<file path="src/rtl/dual_clk_div_pkg.sv">
package dual_clk_div_pkg;
  localparam int REG_W  = 16;
  localparam int CODE_W = 4;
  localparam int NUM_CH = 2;
  localparam int FLD_W  = NUM_CH * CODE_W;
  localparam int RSV_W  = REG_W - FLD_W;

  // channel 0 occupies the top field, channel 1 the next one down
  function automatic int field_lsb(input int ch);
    return REG_W - CODE_W * (ch + 1);
  endfunction
endpackage

</file>
<file path="src/rtl/dual_clk_div_regs.sv">
module dual_clk_div_regs
  import dual_clk_div_pkg::*;
(
  input  logic             clk_i,
  input  logic             rst_ni,
  input  logic             wr_en_i,
  input  logic [REG_W-1:0] wr_data_i,
  output logic [REG_W-1:0] rd_data_o,
  output logic [FLD_W-1:0] code_nxt_o
);
  logic [FLD_W-1:0] fld_q;

  always_ff @(posedge clk_i or negedge rst_ni) begin
    if (!rst_ni)      fld_q <= '0;
    else if (wr_en_i) fld_q <= wr_data_i[REG_W-1 -: FLD_W];
  end

  // bypass so a write in a wrap cycle is seen by the channel
  assign code_nxt_o = wr_en_i ? wr_data_i[REG_W-1 -: FLD_W] : fld_q;
  assign rd_data_o  = {fld_q, {RSV_W{1'b0}}};
endmodule

</file>
<file path="src/rtl/dual_clk_div_chan.sv">
module dual_clk_div_chan #(
  parameter int CODE_W = 4
) (
  input  logic              clk_i,
  input  logic              rst_ni,
  input  logic [CODE_W-1:0] code_nxt_i,
  output logic              en_o,
  output logic              clk_o
);
  logic [CODE_W-1:0] cnt_q, act_q;
  logic              wrap;

  assign wrap = (cnt_q == act_q);

  always_ff @(posedge clk_i or negedge rst_ni) begin
    if (!rst_ni) begin
      cnt_q <= '0;
      act_q <= '0;
    end else if (wrap) begin
      cnt_q <= '0;
      act_q <= code_nxt_i;
    end else begin
      cnt_q <= cnt_q + 1'b1;
    end
  end

  assign en_o  = wrap;
  assign clk_o = (cnt_q <= (act_q >> 1));
endmodule

</file>
<file path="src/rtl/dual_clk_div.sv">
module dual_clk_div
  import dual_clk_div_pkg::*;
(
  input  logic             clk_i,
  input  logic             rst_ni,
  input  logic             wr_en_i,
  input  logic [REG_W-1:0] wr_data_i,
  output logic [REG_W-1:0] rd_data_o,
  output logic             cpu_en_o,
  output logic             per_en_o,
  output logic             cpu_clk_o,
  output logic             per_clk_o
);
  logic [FLD_W-1:0]  code_nxt;
  logic [NUM_CH-1:0] en, dclk;

  dual_clk_div_regs u_regs (
    .clk_i     (clk_i),
    .rst_ni    (rst_ni),
    .wr_en_i   (wr_en_i),
    .wr_data_i (wr_data_i),
    .rd_data_o (rd_data_o),
    .code_nxt_o(code_nxt)
  );

  for (genvar ch = 0; ch < NUM_CH; ch++) begin : g_ch
    localparam int Lsb = field_lsb(ch) - RSV_W;
    dual_clk_div_chan #(.CODE_W(CODE_W)) u_chan (
      .clk_i     (clk_i),
      .rst_ni    (rst_ni),
      .code_nxt_i(code_nxt[Lsb +: CODE_W]),
      .en_o      (en[ch]),
      .clk_o     (dclk[ch])
    );
  end

  assign cpu_en_o  = en[0];
  assign per_en_o  = en[1];
  assign cpu_clk_o = dclk[0];
  assign per_clk_o = dclk[1];
endmodule

</file>
<file path="config.mk">
export PLATFORM = sky130hd
export DESIGN_NAME = dual_clk_div
export DESIGN_NICKNAME = d
export VERILOG_FILES = /design/src/rtl/dual_clk_div_pkg.sv /design/src/rtl/dual_clk_div_regs.sv /design/src/rtl/dual_clk_div_chan.sv /design/src/rtl/dual_clk_div.sv
export SDC_FILE = /design/constraint.sdc
export NUM_CORES = 1
export LEC_CHECK = 0
export ABC_AREA = 1
export BUFFER_PORTS_ARGS = -buffer_cell sky130_fd_sc_hd__buf_2
export CAP_MARGIN = 5
export CELL_PAD_IN_SITES_DETAIL_PLACEMENT = 1
export CELL_PAD_IN_SITES_GLOBAL_PLACEMENT = 2
export CORE_MARGIN = 2
export CORE_UTILIZATION = 29
export CTS_CLUSTER_SIZE = 28
export DETAILED_ROUTE_END_ITERATION = 12
export GPL_ROUTABILITY_DRIVEN = 0
export PLACE_DENSITY = 0.83
export SKIP_CTS_REPAIR_TIMING = 1
export SLEW_MARGIN = 40
export SYNTH_ARGS = -nofsm -noshare
export SYNTH_HDL_FRONTEND = slang
export SYNTH_SLANG_ARGS = --single-unit
</file>
<file path="constraint.sdc">
create_clock -name clk_i -period 1.16 [get_ports clk_i]
set_input_delay 0.058 -clock clk_i [delete_from_list [all_inputs] [get_ports clk_i]]
set_output_delay 0.058 -clock clk_i [all_outputs]
set_load 0.1 [all_outputs]
</file>
==> results of run 1 <==
layout make-up:
| cell class | count | area (um2) |
|---|---|---|
| multi-input combinational | 112 | 793 |
| fill | 544 | 2520 |
| sequential | 24 | 611 |
| clock buffer | 4 | 55.1 |
| tap | 54 | 67.6 |
| timing repair buffer | 59 | 480 |
| inverter | 30 | 138 |
stage by stage:
step	TNS (ns)	cells	worst slack (ns)	utilization
2_1_floorplan	-0.458	175	-0.230	-
3_3_place_gp	-0.605	265	-0.193	0.397
3_5_place_dp	-1.20	265	-0.232	0.397
4_1_cts	-2.69	269	-0.535	0.409
5_1_grt	-5.31	283	-0.432	0.460
6_report	-3.59	283	-0.378	0.460
synth_stat cells, types with 4 or more instances:
cell      n  area share
ha_1      8       0.072
nand3_1  10       0.036
nand2_1  47        0.13
nand2_2   5       0.023
inv_1    24       0.065
inv_2     4       0.011
nor2_2    8       0.036
dfrtp_1  24        0.43
buf_4     8       0.043
o21ai_0  10       0.036
nor2_4    4       0.033
cells by family after synthesis:
kind of cell               Yosys count  synth area share
AOI/OAI and AO/OA                   14            0.0506
xor gates and xnor gates             4            0.0253
adders and majority gates            8            0.0723
buffers and inverters               39             0.138
DFF                                 24             0.434
other                                1           0.00271
and+or+nand+nor                     78             0.277
final timing paths:
path | startpoint | to | slack [ns] | cells past startpoint
max in group asynchronous | rst_ni | u_regs.fld_q[5]$_DFF_PN0_ | 0.44 | 2
max reg2reg | g_ch[1].u_chan.cnt_q[2]$_DFF_PN0_ | g_ch[1].u_chan.act_q[2]$_DFFE_PN0P_ | -0.27 | 10
min | wr_data_i[14] | u_regs.fld_q[6]$_DFF_PN0_ | 0.04 | 3
min in group asynchronous | rst_ni | u_regs.fld_q[0]$_DFF_PN0_ | 0.32 | 2
min reg2reg | g_ch[1].u_chan.act_q[0]$_DFFE_PN0P_ | g_ch[1].u_chan.act_q[0]$_DFFE_PN0P_ | 0.53 | 2
max | g_ch[0].u_chan.cnt_q[2]$_DFF_PN0_ | cpu_clk_o | -0.38 | 5
registers in the layout, indices dropped and copies added, names as in the netlist:
register and count:
g_ch.u_chan.cnt_q 8, g_ch.u_chan.act_q 8, u_regs.fld_q 8
routing by layer:
| layer | vias to the layer above | global-route usage | part of all wire | wire length [um] |
|---|---|---|---|---|
| met1 | 579 | 0.176 | 0.44 | 1550 |
| li1 | 614 | - | - | - |
| met4 | 0 | 0.0309 | 0.0040 | 14 |
| met5 | - | 0 | 0 | 0 |
| met2 | 19 | 0.210 | 0.53 | 1840 |
| met3 | 2 | 0.0166 | 0.027 | 93 |
worst reg2reg max path, stage by stage, from the launching register on:
cell and delay, ns:
dfrtp_1 0.42, buf_6 0.13, inv_2 0.03, nand2_2 0.06, nand2_2 0.06, nor2_4 0.15
nand2_4 0.11, buf_4 0.15, buf_4 0.13, nand2_1 0.05, nand2_1 0.05
==> impl_metrics.env, run 1 <==
export IMPL_status="complete, but fails checks"
export IMPL_violations="setup timing"
export IMPL_synth_cells=168
export IMPL_fin_nets=257
export IMPL_cp_end_kind="output port"
export IMPL_layout_drive_gt1_share=0.572
export IMPL_path_class="reg -> out"
export IMPL_rsz0062_at_grt="true"
export IMPL_min_period_over_period=1.33
export IMPL_grt_antenna_before_repair=0
export IMPL_start_util=0.297
export IMPL_holdWs_ns=0.0376
export IMPL_critPathTopFamily="flip-flops"
export IMPL_drt_wl_total_mm=3.50
export IMPL_worst_slew_pin_slew_ns=0.560
export IMPL_numClockSinks=24
export IMPL_cp_data_required_time_ns=1.10
export IMPL_synth_edff_count=0
export IMPL_yosysUniqueCellTypes=21
export IMPL_cp_max_fo=2
export IMPL_post_dp_cell_area_mm2=0.00185
export IMPL_syn_to_final_growth_pct=55.0
export IMPL_clk_path_buf_depth=2
export IMPL_final_cell_mix="32 x nand2_1, 30 x buf_4, 18 x buf_2"
export IMPL_cts_root_buf="clkbuf_8"
export IMPL_die_y_um=73.1
export IMPL_cts_tree="yes"
export IMPL_syn_area_mm2=0.00138
export IMPL_row_count=25
export IMPL_die_width_um=73.1
export IMPL_hold_viol=0
export IMPL_clock_latency_ns=0.26
export IMPL_cp_arrival_ns=1.48
export IMPL_vias=1214
export IMPL_syn_avg_cell_area_um2=8.24
export IMPL_max_cap_violations=0
export IMPL_grt_first_pass_wirelength_mm=5.35
export IMPL_wire_per_inst_um=12.4
export IMPL_fin_ws_ns=-0.378
export IMPL_hold_class="in -> reg"
export IMPL_max_stage_delay_ns=0.43
export IMPL_postRouteAntennaNets=0
export IMPL_die_area_mm2=0.00534
export IMPL_crit_chain="ha_4 -> nand2_4 -> buf_6 -> o21ai_4 -> buf_12"
export IMPL_period_needed_ns=1.54
export IMPL_synthArstFlopShare=1.00
export IMPL_synth_flop_cell="dfrtp_1"
export IMPL_vias_per_cell=4.29
export IMPL_cts_buffers=3
export IMPL_slowest_stage="dfrtp_1"
export IMPL_synth_seq_cells=24
export IMPL_skew_ns=0.00307
export IMPL_pin_count=39
export IMPL_setup_viol=20
export IMPL_clk_pin_slew_ns=0.09
export IMPL_startpoint_type="flip-flop"
export IMPL_grtUsageTotal=0.127
export IMPL_final_common_cell="nand2_1"
export IMPL_grt_max_degree=25
export IMPL_grt_remaining_overflow=0
export IMPL_dp_hpwl_mm=2.48
export IMPL_seq_area_frac_synth=0.434
export IMPL_cts_max_level=1
export IMPL_drtIter0Drc=4
export IMPL_antenna_cells=0
export IMPL_core_mm2=0.00466
export IMPL_numPortBuffers=22
export IMPL_fmax_mhz=650
export IMPL_relSlewSlack=0.627
export IMPL_drc=0
export IMPL_grt_pass1_vias=1201
export IMPL_ys_warn_count=0
export IMPL_fin_area_mm2=0.00214
export IMPL_dr_pass1_iters=3
export IMPL_slew_viol_final=0
export IMPL_path_buf_inv=2
Power of run 1 is not shown: default switching activity piles up to over one toggle a cycle in this logic, so the estimate is an artifact.
==> run 2, diff against run 1 <==
--- a/config.mk
+++ b/config.mk
@@ -21,3 +21,4 @@
 export SYNTH_ARGS = -nofsm -noshare
 export SYNTH_HDL_FRONTEND = slang
 export SYNTH_SLANG_ARGS = --single-unit
+export TNS_END_PERCENT = 1
==> run 2 against run 1 <==
Compared with the run above:
- routed wire length barely moved
- cell count fell by 0.71%
- highest routed layer unchanged
- sequential cell count did not move
- cell area is 0.99% lower
- setup slack got worse by 0.017 ns
- worst hold slack lost 0.015 ns
- die area unchanged
- sequential share of layout area decreased by 0.068 points
- first-iteration DRC count grew to 5.3 times the previous value
- critical endpoint is now per_clk_o
- the run still ends with setup timing left
- fmax decreased by 1.1%
==> impl_metrics.env, run 2 (synthesis results as in run 1) <==
export IMPL_drc=0
export IMPL_setup_tns_ns=-2.97
export IMPL_syn_to_final_growth_pct=53.4
export IMPL_grt_pass1_vias=1227
export IMPL_status="complete, but fails checks"
export IMPL_startpoint_type="flip-flop"
export IMPL_numPortBuffers=22
export IMPL_clk_pin_slew_ns=0.09
export IMPL_grtUsageTotal=0.135
export IMPL_period_needed_ns=1.55
export IMPL_reg2reg_depth=9
export IMPL_grt_max_degree=25
export IMPL_drtIter0Drc=21
export IMPL_reg2reg_from="g_ch[1].u_chan.cnt_q[2]$_DFF_PN0_"
export IMPL_drt_wl_total_mm=3.50
export IMPL_antenna_cells=0
export IMPL_cp_startpoint="g_ch[1].u_chan.cnt_q[2]$_DFF_PN0_"
export IMPL_layout_drive_gt1_share=0.524
export IMPL_dp_hpwl_mm=2.58
export IMPL_grt_first_pass_wirelength_mm=5.52
export IMPL_worst_slew_pin_slew_ns=0.552
export IMPL_slew_viol_final=0
export IMPL_cp_data_required_time_ns=1.10
export IMPL_numClockSinks=24
export IMPL_skew_ns=0.00342
export IMPL_die_area_mm2=0.00534
export IMPL_dp_cells=265
export IMPL_fmax_mhz=643
export IMPL_start_util=0.297
export IMPL_cp_end_kind="output port"
export IMPL_row_count=25
export IMPL_die_y_um=73.1
export IMPL_clk_path_buf_depth=2
export IMPL_instances_no_fill=281
export IMPL_wire_per_inst_um=12.4
export IMPL_cts_tree="yes"
export IMPL_cts_max_level=1
export IMPL_cp_arrival_ns=1.50
export IMPL_vias=1220
export IMPL_dr_pass1_iters=3
export IMPL_pin_count=39
export IMPL_hold_class="in -> reg"
export IMPL_max_cap_violations=0
export IMPL_fin_nets=256
export IMPL_min_from="wr_data_i[14]"
export IMPL_relSlewSlack=0.632
export IMPL_path_class="reg -> out"
export IMPL_violations="setup timing"
export IMPL_cts_buffers=3
export IMPL_multi_input_area_um2=803
export IMPL_core_mm2=0.00466
export IMPL_final_cell_mix="35 x nand2_1, 25 x buf_4, 22 x dfrtp_1"
export IMPL_grt_remaining_overflow=0
export IMPL_cts_root_buf="clkbuf_8"
export IMPL_nFillCells=553
export IMPL_clock_latency_ns=0.27
export IMPL_fin_ws_ns=-0.394
export IMPL_min_period_over_period=1.34
export IMPL_reg_top3="g_ch.u_chan.act_q x8, g_ch.u_chan.cnt_q x8, u_regs.fld_q x8"
export IMPL_vias_per_cell=4.34
export IMPL_die_width_um=73.1
export IMPL_final_common_cell="nand2_1"
export IMPL_cp_max_fo=2
export IMPL_regArea_um2=603
export IMPL_rsz0062_at_grt="true"
export IMPL_postRouteAntennaNets=0
export IMPL_grt_antenna_before_repair=0
export IMPL_setup_viol=19
export IMPL_hold_viol=0
export IMPL_holdPathStages=3
==> run 2: cell count changes in the layout (fill, tap and decap cells not counted), sizes merged <==
cell,delta
buf,-3
clkbuf,+1
==> run 2: critical path, cell delays in order (launching register included) <==
cell	delay (ns)
dfrtp_1	0.44
ha_4	0.30
nand2_4	0.06
buf_6	0.12
o21ai_4	0.13
buf_12	0.19
==> run 2: metal layers <==
metal / vias up / track usage / share of wire
li1: 614 / - / -
met5: - / 0 / 0
met1: 578 / 0.174 / 0.45
met3: 5 / 0.0180 / 0.031
met2: 23 / 0.223 / 0.50
met4: 0 / 0.0617 / 0.017
==> run 2: final cells by class <==
cell class              count  share of cell area
clock buffers               3              0.0194
inverters                  30              0.0577
multi-input cells         112               0.378
flip-flops and latches     24               0.284
well taps                  54              0.0318
repair buffers             58               0.229
==> run 2: worst paths after layout <==
kind | slack, ns | endpoint
setup / recovery | -0.39 | per_clk_o
hold / removal | 0.02 | u_regs.fld_q[6]$_DFF_PN0_
setup reg to reg | -0.17 | g_ch[1].u_chan.act_q[2]$_DFFE_PN0P_
hold reg to reg | 0.53 | u_regs.fld_q[6]$_DFF_PN0_
max in group asynchronous | 0.47 | g_ch[0].u_chan.act_q[1]$_DFFE_PN0P_
min in group asynchronous | 0.29 | u_regs.fld_q[0]$_DFF_PN0_
==> run 2: stage by stage <==
stage | utilization | setup slack (ns) | area [um2] | hold WS (ns)
after floorplan | - | -0.230 | 1480 | -0.238
after global placement | 0.391 | -0.182 | 1820 | 0.0780
after detailed placement | 0.391 | -0.203 | 1820 | 0.0809
after CTS | 0.400 | -0.519 | 1860 | -0.220
after global routing | 0.456 | -0.462 | 2120 | 0.0323
final | 0.456 | -0.394 | 2120 | 0.0224
Power of run 2 is left out for the same reason.
